`src/rtl/vpic_pkg.sv`:
```
package vpic_pkg;
  localparam int DATA_W  = 32;
  localparam int PRI_W   = 4;
  localparam int VEC_W   = 8;
  localparam int NUM_PRI = 1 << PRI_W;

  localparam int BIT_MASK  = 31;
  localparam int BIT_ACT   = 30;
  localparam int BIT_POL   = 23;
  localparam int BIT_SENSE = 22;
  localparam int PRI_LSB   = 16;

  localparam int OFS_THRESH = 32;
  localparam int OFS_ACK    = 33;
  localparam int OFS_EOI    = 34;
  localparam int OFS_SPUR   = 35;

  typedef struct packed {
    logic             mask;
    logic             pol;
    logic             sense;
    logic [PRI_W-1:0] prio;
    logic [VEC_W-1:0] vec;
  } src_cfg_t;
endpackage

```
`src/rtl/vpic_source.sv`:
```
module vpic_source
  import vpic_pkg::*;
#(
  parameter bit INTERNAL = 1'b0
) (
  input  logic              clk,
  input  logic              rst,
  input  logic              line_i,
  input  logic              cfg_we_i,
  input  logic [DATA_W-1:0] cfg_wdata_i,
  input  logic              take_i,
  input  logic              retire_i,
  output src_cfg_t          cfg_o,
  output logic              req_o,
  output logic              insvc_o,
  output logic              active_o
);
  src_cfg_t cfg;
  logic line_q, line_p, edge_pend, insvc, edge_now, level_hit;

  assign edge_now  = cfg.pol ? (line_q & ~line_p) : (~line_q & line_p);
  assign level_hit = (line_q == cfg.pol);

  generate
    if (INTERNAL) begin : g_int
      assign req_o = line_q;
    end else begin : g_ext
      assign req_o = cfg.sense ? level_hit : edge_pend;
    end
  endgenerate

  assign active_o = req_o | insvc;
  assign insvc_o  = insvc;
  assign cfg_o    = cfg;

  always_ff @(posedge clk) begin
    if (rst) begin
      line_q    <= 1'b0;
      line_p    <= 1'b0;
      edge_pend <= 1'b0;
      insvc     <= 1'b0;
      cfg       <= '{mask: 1'b1, default: '0};
    end else begin
      line_q <= line_i;
      line_p <= line_q;
      if (!INTERNAL && !cfg.sense && edge_now) edge_pend <= 1'b1;
      else if (take_i || cfg.sense)            edge_pend <= 1'b0;
      if (take_i)        insvc <= 1'b1;
      else if (retire_i) insvc <= 1'b0;
      if (cfg_we_i) begin
        cfg.mask <= cfg_wdata_i[BIT_MASK];
        if (!active_o) begin
          cfg.pol   <= INTERNAL ? 1'b0 : cfg_wdata_i[BIT_POL];
          cfg.sense <= INTERNAL ? 1'b0 : cfg_wdata_i[BIT_SENSE];
          cfg.prio  <= cfg_wdata_i[PRI_LSB +: PRI_W];
          cfg.vec   <= cfg_wdata_i[VEC_W-1:0];
        end
      end
    end
  end


  cfg_lock_chk: assert property (@(posedge clk) disable iff (rst)
    (cfg_we_i && active_o) |=> ($stable(cfg.prio) && $stable(cfg.vec) &&
                                $stable(cfg.pol) && $stable(cfg.sense)));


  edge_clear_chk: assert property (@(posedge clk) disable iff (rst)
    (take_i && !edge_now) |=> !edge_pend);
endmodule

```
`src/rtl/vpic_arbiter.sv`:
```
module vpic_arbiter
  import vpic_pkg::*;
#(
  parameter int NSRC = 12,
  parameter int IDW  = 4
) (
  input  logic                  clk,
  input  logic                  rst,
  input  logic [NSRC-1:0]       cand_i,
  input  logic [NSRC*PRI_W-1:0] prio_flat_i,
  input  logic [PRI_W-1:0]      thr_i,
  output logic                  found_o,
  output logic [IDW-1:0]        win_id_o,
  output logic [PRI_W-1:0]      win_prio_o
);
  always_comb begin
    found_o    = 1'b0;
    win_id_o   = '0;
    win_prio_o = '0;
    for (int i = 0; i < NSRC; i++) begin
      if (cand_i[i] && (prio_flat_i[i*PRI_W +: PRI_W] > thr_i) &&
          (!found_o || (prio_flat_i[i*PRI_W +: PRI_W] > win_prio_o))) begin
        found_o    = 1'b1;
        win_id_o   = IDW'(i);
        win_prio_o = prio_flat_i[i*PRI_W +: PRI_W];
      end
    end
  end


  win_above_thr_chk: assert property (@(posedge clk) disable iff (rst)
    found_o |-> (win_prio_o > thr_i));
endmodule

```
`src/rtl/vpic_isr_stack.sv`:
```
module vpic_isr_stack
  import vpic_pkg::*;
#(
  parameter int IDW = 4
) (
  input  logic             clk,
  input  logic             rst,
  input  logic             push_i,
  input  logic [PRI_W-1:0] push_prio_i,
  input  logic [IDW-1:0]   push_id_i,
  input  logic             pop_i,
  output logic             top_valid_o,
  output logic [PRI_W-1:0] top_prio_o,
  output logic [IDW-1:0]   top_id_o
);
  logic [NUM_PRI-1:0] isr_q;
  logic [IDW-1:0]     ids_q [NUM_PRI];

  always_comb begin
    top_valid_o = |isr_q;
    top_prio_o  = '0;
    for (int p = 0; p < NUM_PRI; p++)
      if (isr_q[p]) top_prio_o = PRI_W'(p);
    top_id_o = ids_q[top_prio_o];
  end

  always_ff @(posedge clk) begin
    if (rst) begin
      isr_q <= '0;
    end else begin
      if (pop_i && top_valid_o) isr_q[top_prio_o] <= 1'b0;
      if (push_i)               isr_q[push_prio_i] <= 1'b1;
    end
  end

  always_ff @(posedge clk) begin
    if (push_i) ids_q[push_prio_i] <= push_id_i;
  end


  nest_order_chk: assert property (@(posedge clk) disable iff (rst)
    (push_i && top_valid_o) |-> (push_prio_i > top_prio_o));


  pop_top_chk: assert property (@(posedge clk) disable iff (rst)
    (pop_i && top_valid_o && !push_i) |=> !isr_q[$past(top_prio_o)]);
endmodule

```
`src/rtl/vpic_top.sv`:
```
module vpic_top
  import vpic_pkg::*;
#(
  parameter int N_EXT  = 8,
  parameter int N_INT  = 4,
  parameter int ADDR_W = 6
) (
  input  logic              clk,
  input  logic              rst,
  input  logic [N_EXT-1:0]  ext_lines_i,
  input  logic [N_INT-1:0]  int_lines_i,
  input  logic              wr_en_i,
  input  logic              rd_en_i,
  input  logic [ADDR_W-1:0] addr_i,
  input  logic [DATA_W-1:0] wdata_i,
  output logic [DATA_W-1:0] rdata_o,
  output logic              rvalid_o,
  output logic              irq_o
);
  localparam int NSRC = N_EXT + N_INT;
  localparam int IDW  = (NSRC > 1) ? $clog2(NSRC) : 1;
  localparam logic [ADDR_W-1:0] A_THR  = ADDR_W'(OFS_THRESH);
  localparam logic [ADDR_W-1:0] A_ACK  = ADDR_W'(OFS_ACK);
  localparam logic [ADDR_W-1:0] A_EOI  = ADDR_W'(OFS_EOI);
  localparam logic [ADDR_W-1:0] A_SPUR = ADDR_W'(OFS_SPUR);

  src_cfg_t              cfg_a [NSRC];
  logic [DATA_W-1:0]     word_a [NSRC];
  logic [NSRC-1:0]       req, insvc, active, cand, take, retire;
  logic [NSRC*PRI_W-1:0] prio_flat;
  logic [PRI_W-1:0]      thr_q, thr_eff, win_prio, top_prio;
  logic [VEC_W-1:0]      spur_q;
  logic [IDW-1:0]        win_id, top_id;
  logic                  found, top_valid, ack_fire, eoi_fire;

  assign ack_fire = rd_en_i && (addr_i == A_ACK);
  assign eoi_fire = wr_en_i && (addr_i == A_EOI);

  for (genvar i = 0; i < NSRC; i++) begin : g_src
    logic line;
    if (i < N_EXT) begin : g_e
      assign line = ext_lines_i[i];
    end else begin : g_i
      assign line = int_lines_i[i-N_EXT];
    end
    assign take[i]   = ack_fire && found && (win_id == IDW'(i));
    assign retire[i] = eoi_fire && top_valid && (top_id == IDW'(i));
    vpic_source #(.INTERNAL(i >= N_EXT)) u_src (
      .clk(clk), .rst(rst), .line_i(line),
      .cfg_we_i(wr_en_i && (addr_i == ADDR_W'(i))), .cfg_wdata_i(wdata_i),
      .take_i(take[i]), .retire_i(retire[i]), .cfg_o(cfg_a[i]),
      .req_o(req[i]), .insvc_o(insvc[i]), .active_o(active[i]));
    assign cand[i] = !cfg_a[i].mask && req[i] && !insvc[i];
    assign prio_flat[i*PRI_W +: PRI_W] = cfg_a[i].prio;
    assign word_a[i] = {cfg_a[i].mask, active[i], 6'b0, cfg_a[i].pol,
                        cfg_a[i].sense, 2'b0, cfg_a[i].prio, 8'b0, cfg_a[i].vec};
  end

  assign thr_eff = (top_valid && (top_prio > thr_q)) ? top_prio : thr_q;

  vpic_arbiter #(.NSRC(NSRC), .IDW(IDW)) u_arb (
    .clk(clk), .rst(rst), .cand_i(cand), .prio_flat_i(prio_flat),
    .thr_i(thr_eff), .found_o(found), .win_id_o(win_id), .win_prio_o(win_prio));

  vpic_isr_stack #(.IDW(IDW)) u_isr (
    .clk(clk), .rst(rst), .push_i(ack_fire && found), .push_prio_i(win_prio),
    .push_id_i(win_id), .pop_i(eoi_fire), .top_valid_o(top_valid),
    .top_prio_o(top_prio), .top_id_o(top_id));

  always_ff @(posedge clk) begin
    if (rst) begin
      thr_q    <= '1;
      spur_q   <= '1;
      rdata_o  <= '0;
      rvalid_o <= 1'b0;
      irq_o    <= 1'b0;
    end else begin
      irq_o    <= found;
      rvalid_o <= rd_en_i;
      if (wr_en_i && addr_i == A_THR)  thr_q  <= wdata_i[PRI_W-1:0];
      if (wr_en_i && addr_i == A_SPUR) spur_q <= wdata_i[VEC_W-1:0];
      if (rd_en_i) begin
        rdata_o <= '0;
        if (addr_i == A_THR)  rdata_o <= DATA_W'(thr_q);
        if (addr_i == A_SPUR) rdata_o <= DATA_W'(spur_q);
        if (ack_fire) rdata_o <= found ? DATA_W'(cfg_a[win_id].vec) : DATA_W'(spur_q);
        for (int i = 0; i < NSRC; i++)
          if (addr_i == ADDR_W'(i)) rdata_o <= word_a[i];
      end
    end
  end


  spur_vec_chk: assert property (@(posedge clk) disable iff (rst)
    (ack_fire && !found) |=> (rdata_o == DATA_W'($past(spur_q))));


  spur_nochange_chk: assert property (@(posedge clk) disable iff (rst)
    (ack_fire && !found && !eoi_fire) |=> $stable(insvc));
endmodule

```
`config.mk`:
```
export PLATFORM = sky130hd
export DESIGN_NAME = vpic_top
export DESIGN_NICKNAME = d
export VERILOG_FILES = /design/src/rtl/vpic_pkg.sv /design/src/rtl/vpic_source.sv /design/src/rtl/vpic_arbiter.sv /design/src/rtl/vpic_isr_stack.sv /design/src/rtl/vpic_top.sv
export SDC_FILE = /design/constraint.sdc
export NUM_CORES = 1
export LEC_CHECK = 0
export BUFFER_PORTS_ARGS = -buffer_cell sky130_fd_sc_hd__buf_2
export CAP_MARGIN = 20
export CORE_ASPECT_RATIO = 2
export CORE_MARGIN = 4
export CORE_UTILIZATION = 40
export DETAILED_ROUTE_END_ITERATION = 8
export PLACE_DENSITY_LB_ADDON = 0.05
export SKIP_CTS_REPAIR_TIMING = 1
export SYNTH_ARGS = -nofsm -noshare
export SYNTH_HDL_FRONTEND = slang
export SYNTH_SLANG_ARGS = --single-unit
export TNS_END_PERCENT = 100
```
`constraint.sdc`:
```
create_clock -name clk -period 44.7 [get_ports clk]
set_input_delay 8.94 -clock clk [delete_from_list [all_inputs] [get_ports clk]]
set_output_delay 8.94 -clock clk [all_outputs]
set_load 0.05 [all_outputs]
```
Word level (Yosys, flattened, before mapping)
Memory sizes are Yosys's and may differ from the RTL's.
Index checks and enable logic that the tools add are counted.
- register bits after elaboration: 274
- output and inout port bits: 34
- bits in read-only memories: 0
- bits in latches: 0
- input bits: 54
- RAM bits: 64
- logic and storage cells: 566
- memories kept: 1
- memories (name ; depth ; bits a word ; read ports ; clocked after Yosys merged registers in ; write ports ; RTL line ; RTL):
    u_isr.ids_q ; 16 ; 4 ; 1 ; 0 ; 1 ; vpic_isr_stack.sv:17 ; logic [IDW-1:0] ids_q [NUM_PRI];
- equal/unequal tests: 45
- multipliers: 0
- order comparisons: 29
- multiplexer cells: 135
- add/sub/neg operators: 0
- bitwise logic cells: 60
- shifts and indexed selects: 0
- reduce and logical (&&, ||, !) cells: 198
- divide/modulo/power cells: 0
- operators with widths (operator ; count):
    $mux W32 ; 14
    $mux W4 ; 26
    $logic_and A1 B1 Y1 ; 100
    $gt A4 B4 Y1 ; 24
    $mux W1 ; 74
    $bmux W15 S4 ; 1
    $mux W16 ; 3
    $logic_not A1 Y1 ; 43
    $reduce_bool A2 Y1 ; 20
    $eq A4 B3 Y1 const B ; 8
    $eq A4 B4 Y1 const B ; 8
    $not A1 Y1 ; 28
    $eq A6 B3 Y1 const B ; 4
    $eq A6 B4 Y1 const B ; 4
    $eq A6 B6 Y1 const B ; 4
    $mux W3 ; 8
    $mux W8 ; 3
    $reduce_and A2 Y1 ; 12
    $logic_or A1 B1 Y1 ; 19
    $and A1 B1 Y1 ; 16
    $and A16 B16 Y16 ; 1
    $eq A4 B2 Y1 const B ; 4
    $not A16 Y16 ; 1
    $or A16 B16 Y16 ; 1
    14 further kinds ; 41

Logic depth before layout (Yosys ltp)
- word-level depth: 83
- mapped depth: 137
- depth with buffers taken out: 131

Cells and area by module
From an unflattened synthesis, not the netlist that was laid out.
- cell total of the unflattened synthesis: 2210
- area, all modules: 20681.1 um^2
- modules (own cells, without submodules) (module ; area each (um^2) ; cells an instance ; seq. area each (um^2) ; times used):
    vpic_source (g_src[0].u_src ...) ; 849.6 ; 83 ; 380.4 ; 8
    vpic_top ; 4538.1 ; 588 ; 600.6 ; 1
    vpic_isr_stack ; 3457.1 ; 277 ; 2242.2 ; 1
    vpic_arbiter ; 3186.8 ; 421 ; 0.0 ; 1
    vpic_source (g_src[10].u_src ...) ; 675.6 ; 65 ; 300.3 ; 4

Worst setup path after synthesis
Ideal clock, no wire load.
- kind: register -> register
- start: register u_isr.isr_q[2]
- end: memory u_isr.ids_q[11][0] (enable)
- data required time: 44339 ps
- library setup time: 361 ps
- cell stages (with the launch flop): 133
- data arrival time: 22754 ps
- slack: 21585 ps
- period minus slack after synthesis: 23115 ps
- buffers on the path: 9
- cells stage by stage: dfxtp_1 > inv_1 > a21oi_1 > o21bai_1 > a21oi_1 > o21bai_1 > a21oi_1 > o21ba_2 > nor2_1 > nor2_1 > clkbuf_1 > ha_1 > nand2b_1 > a21oi_1 > o211ai_4 > o21ai_0 > ha_1 > maj3_1 > [... 97 more ...] > a41oi_1 > o21a_1 > clkbuf_1 > and2_1 > nor2_1 > ha_1 > o21ai_0 > nand2b_1 > a21oi_1 > a41oi_1 > o21a_1 > nor2_1 > nand3_1 > or2_1 > and3_1 > buf_2 > buf_2 > nor3_1
- cells in the longest elaborated chain, start to end: 67
- elaborated cells between the ends (all ways): 113
- classes of those cells: order compare: 24; mux: 41; reduce/logical: 48
- RTL lines (what ; RTL line ; RTL):
    from (decl) ; vpic_isr_stack.sv:16 ; logic [NUM_PRI-1:0] isr_q;
    from (signal assigned) ; vpic_isr_stack.sv:29 ; isr_q <= '0;
    from (signal, indexed assignment) ; vpic_isr_stack.sv:31 ; if (pop_i && top_valid_o) isr_q[top_prio_o] <= 1'b0;
    from (signal, indexed assignment) ; vpic_isr_stack.sv:32 ; if (push_i) isr_q[push_prio_i] <= 1'b1;
    $mux W2 (2 in a row) ; vpic_isr_stack.sv:23 ; if (isr_q[p]) top_prio_o = PRI_W'(p);
    $mux W3 (4 in a row) ; vpic_isr_stack.sv:23 ;
    $mux W4 (8 in a row) ; vpic_isr_stack.sv:23 ;
    $gt A4 B4 Y1 ; vpic_top.sv:59 ; assign thr_eff = (top_valid && (top_prio > thr_q)) ? top_prio : thr_q;
    $logic_and A1 B1 Y1 ; vpic_top.sv:59 ;
    $mux W4 * ; vpic_top.sv:59 ;
    $gt A4 B4 Y1 ; vpic_arbiter.sv:21 ; if (cand_i[i] && (prio_flat_i[i*PRI_W +: PRI_W] > thr_i) &&
    $logic_and A1 B1 Y1 ; vpic_arbiter.sv:21 ;
    [... 40 more ...] ; n/a ;
    $mux W4 / $mux W1 (equally long branches) ; vpic_arbiter.sv:21 ;
    $gt A4 B4 Y1 / $logic_not A1 Y1 (equally long branches) ; vpic_arbiter.sv:22 ; (!found_o || (prio_flat_i[i*PRI_W +: PRI_W] > win_prio_o))) begin
    $logic_or A1 B1 Y1 ; vpic_arbiter.sv:22 ;
    $logic_and A1 B1 Y1 ; vpic_arbiter.sv:21 ;
    $mux W1 ; vpic_arbiter.sv:21 ;
    $logic_and A1 B1 Y1 ; vpic_top.sv:66 ; .clk(clk), .rst(rst), .push_i(ack_fire && found), .push_prio_i(win_prio),
    $mux W1 ; vpic_isr_stack.sv:37 ; if (push_i) ids_q[push_prio_i] <= push_id_i;
    $mux W1 (implied by the code) ; vpic_isr_stack.sv:37 ;
    to (decl) ; vpic_isr_stack.sv:17 ;
Mark *: on every way between the ends. The rest lies on a longest branch, timed or not.

Worst setup path in the final report
- start: register u_isr.isr_q[2]
- end: memory u_isr.ids_q[13][2] (enable)
Same word-level chain as after synthesis.

==> flow_summary.toml <==
[run_status]
status = "finished, final reports clean"

[timing]
slew-limit-headroom_pct = 21.7
layout_min_cycle_time_ns = 27.15
max_freq_mhz = 36.8
drv_slew = 0
hold_viol = 0
rsz0062_at_grt = "false"
fin_skew_ns = 0.0241
final-setup-viol-count = 0
fin_hold_ws_ns = 0.467
tightest_slew_ns = 1.17
finalCritPeriodShare_pct = 60.7
finalSetupTns_ns = 0

[clock_network]
cts-root-buf = "clkbuf_16"
cts.path.max_buffers = 3
numClockSinks = 322
cts_max_level = 2
clk_pin_slew_ns = 0.06
cts_tree = "done"
cts_buffers = 34
insertion_delay_ns = 0.55

[setup_path]
crit_fanout = 22
cp_common_cell = "a21oi_1"
crit_slowest_cell = "nand3_1"
end_kind = "flip-flop"
start_kind = "flip-flop"
rr_worst_depth = 119
r2r_end = "u_isr.ids_q[13][2]"
rrSetupSlack_ns = 17.55
crit_required_ns = 44.86
worstReg2RegStart = "u_isr.isr_q[2]"
arrival_ns = 27.32
critPathKind = "reg -> reg"
critical-path-max-stage-delay_ns = 0.79

[detailed_routing]
totalWireLength_microns = 75100
wire_per_inst_microns = 26.1
vias = 17553
via_per_inst = 6.09
drt-initial-drc-count = 1163
first_pass_iters = 7
drc = 0
ant_nets = 0

[placement]
port_buffers = 54
place_hpwl_microns = 54800
gp_congestion = 0.896

[layout]
regArea_sq_um = 7090
area_delta_synth_final_pct = 10.3
nets = 2349
final_layout_size_suffix_gt1_share_pct = 11.1
num-fill-cells = 4862
multiInputGateArea_sq_um = 11300

[logic_synthesis]
async_flop_share_pct = 0
netlist_area_sq_um = 19200
synth_top_area_share_pct = 26.9
netlist_instances = 2235
yosysWarnings = 0
synth.avg_cell_area_sq_um = 8.59
synth_cell_types = 98
ys.flop_type = "dfxtp_1"
synth.most_common_cell = "dfxtp_1"
yosys-top-cells-count = "258 x dfxtp_1, 256 x nor2_1, 243 x nand2_1"
synth_enable_flop_cells = 64
ys_top_cells_by_area = "dfxtp_1 27%, edfxtp_1 10%, mux2i_1 9.1%"
synth_seq_cells = 322
yosysTopAreaCell = "dfxtp_1"
yosysSeqAreaShare_pct = 36.9

[worst_hold_path]
hp-class = "reg -> reg"
whs_path_depth = 2
hold_end = "g_src[4].u_src.cfg_o[7]"
hp-start = "g_src[4].u_src.cfg_o[7]"

[grt]
grt_pass1_wl_microns = 111000
grt_overflow = 0
antenna_found_initial = 4
grt_start_max_net_pins = 94
grt_usage_pct = 28.2
grt_pass1_vias = 17479

[floorplan]
die_w_microns = 163
dieArea_sq_um = 51800
initial_utilization_pct = 40.4
die_h_microns = 318
boundaryPins = 88
std_cell_rows = 113
coreArea_sq_um = 47500

[power_and_ir_drop]
pwr_density_cell_nw_per_um2 = 29.6
power.leakage_nw = 8.27
peakVddDrop_uv = 31.8

[run]
max-cap-violations = 0
-- state kept, by name, summed over array words and instances (netlist names) --
| name | cells |
|---|---|
| g_src.u_src.cfg_o | 172 |
| u_isr.ids_q | 64 |
| rdata_o | 16 |
| u_isr.isr_q | 16 |
| g_src.u_src.insvc_o | 12 |
| g_src.u_src.edge_pend | 8 |
| g_src.u_src.line_p | 8 |
| g_src.u_src.line_q | 8 |
| spur_q | 8 |
| g_src.u_src.req_o | 4 |
| thr_q | 4 |
| irq_o | 1 |
| rvalid_o | 1 |
-- layout make-up --
| class | count | share of cell area (%) |
|---|---|---|
| Multi-Input combinational cell | 1700 | 53.2 |
| Sequential cell | 322 | 33.5 |
| Clock buffer | 45 | 4.55 |
| Tap cell | 632 | 3.73 |
| Timing Repair Buffer | 99 | 3.13 |
| Inverter | 69 | 1.28 |
| Clock inverter | 14 | 0.650 |
| Antenna cell | 3 | 0.0354 |
-- cells by family (layout without fill, tap and decap cells) --
logic type,after synthesis,count (layout),share of synthesized area [%]
AOI/OAI and AO/OA,592,592,21.0
xor gates and xnor gates,32,32,1.46
adders and majority gates,84,84,5.28
buffers and inverters,228,227,5.11
DFF,322,322,36.9
muxes,231,231,12.7
other,1,19,0.0195
and+or+nand+nor,745,745,17.6
-- cells in the final DEF (no fill, tap or decap), drive strengths merged, types with 50 or more instances in the layout --
cell and instances:
nand3 66, ha 69, o21ai 103, edfxtp 64, a21oi 180, dfxtp 258, mux2 50, buf 98
nand2 244, nor2 256, mux2i 177, inv 70
-- metal layers --
layer  global-route usage, %  vias up  part of all wire, %
met4                    20.2        0                  8.6
met2                    51.7      658                   52
met1                    29.1     8493                   35
met3                    3.40      259                  4.3
met5                       0        -                    0
li1                        -     8143                    -
-- critical path: cells and delay by family (launching register included) --
kind                       cells  cell delay [ns]
AOI/OAI and AO/OA             59            13.06
adders and majority gates     13             3.65
buffers and inverters          7             0.73
DFF                            1             0.37
muxes                          4             1.72
and+or+nand+nor               36             7.20
-- power by group --
part,switching [mW],internal [mW]
Combinational,0.0274,0.00943
Clock,0.126,0.164
Sequential,0.00256,0.297
Total,0.156,0.471
-- how the worst max path moves through the flow --
stage | start | slack (ns) | cells after the start | end
2_1_floorplan | u_isr.isr_q[2] | 21.58 | 132 | u_isr.ids_q[11][0]
6_report | u_isr.isr_q[2] | 17.55 | 119 | u_isr.ids_q[13][2]
5_1_grt | u_isr.isr_q[2] | 15.54 | 122 | u_isr.ids_q[13][0]
4_1_cts | u_isr.isr_q[2] | 16.78 | 117 | u_isr.ids_q[13][2]
3_3_place_gp | u_isr.isr_q[2] | 17.27 | 119 | u_isr.ids_q[13][0]
3_5_place_dp | u_isr.isr_q[2] | 16.87 | 117 | u_isr.ids_q[13][0]
-- through the flow --
| stage | util (%) | instance area (sq um) | instances | power [mW] | setup WS (ns) |
|---|---|---|---|---|---|
| 3_5_place_dp | 42.1 | 20000 | 2820 | 0.343 | 16.87 |
| 2_1_floorplan | - | 19300 | 2250 | 0.331 | 21.58 |
| 4_1_cts | 44.5 | 21100 | 2879 | 0.635 | 16.78 |
| 5_1_grt | 44.6 | 21200 | 2881 | 0.646 | 15.54 |
| 6_report | 44.6 | 21200 | 2884 | 0.628 | 17.55 |
| 3_3_place_gp | 42.1 | 20000 | 2819 | 0.343 | 17.27 |
Note: power is estimated with default switching activity, not from simulation.
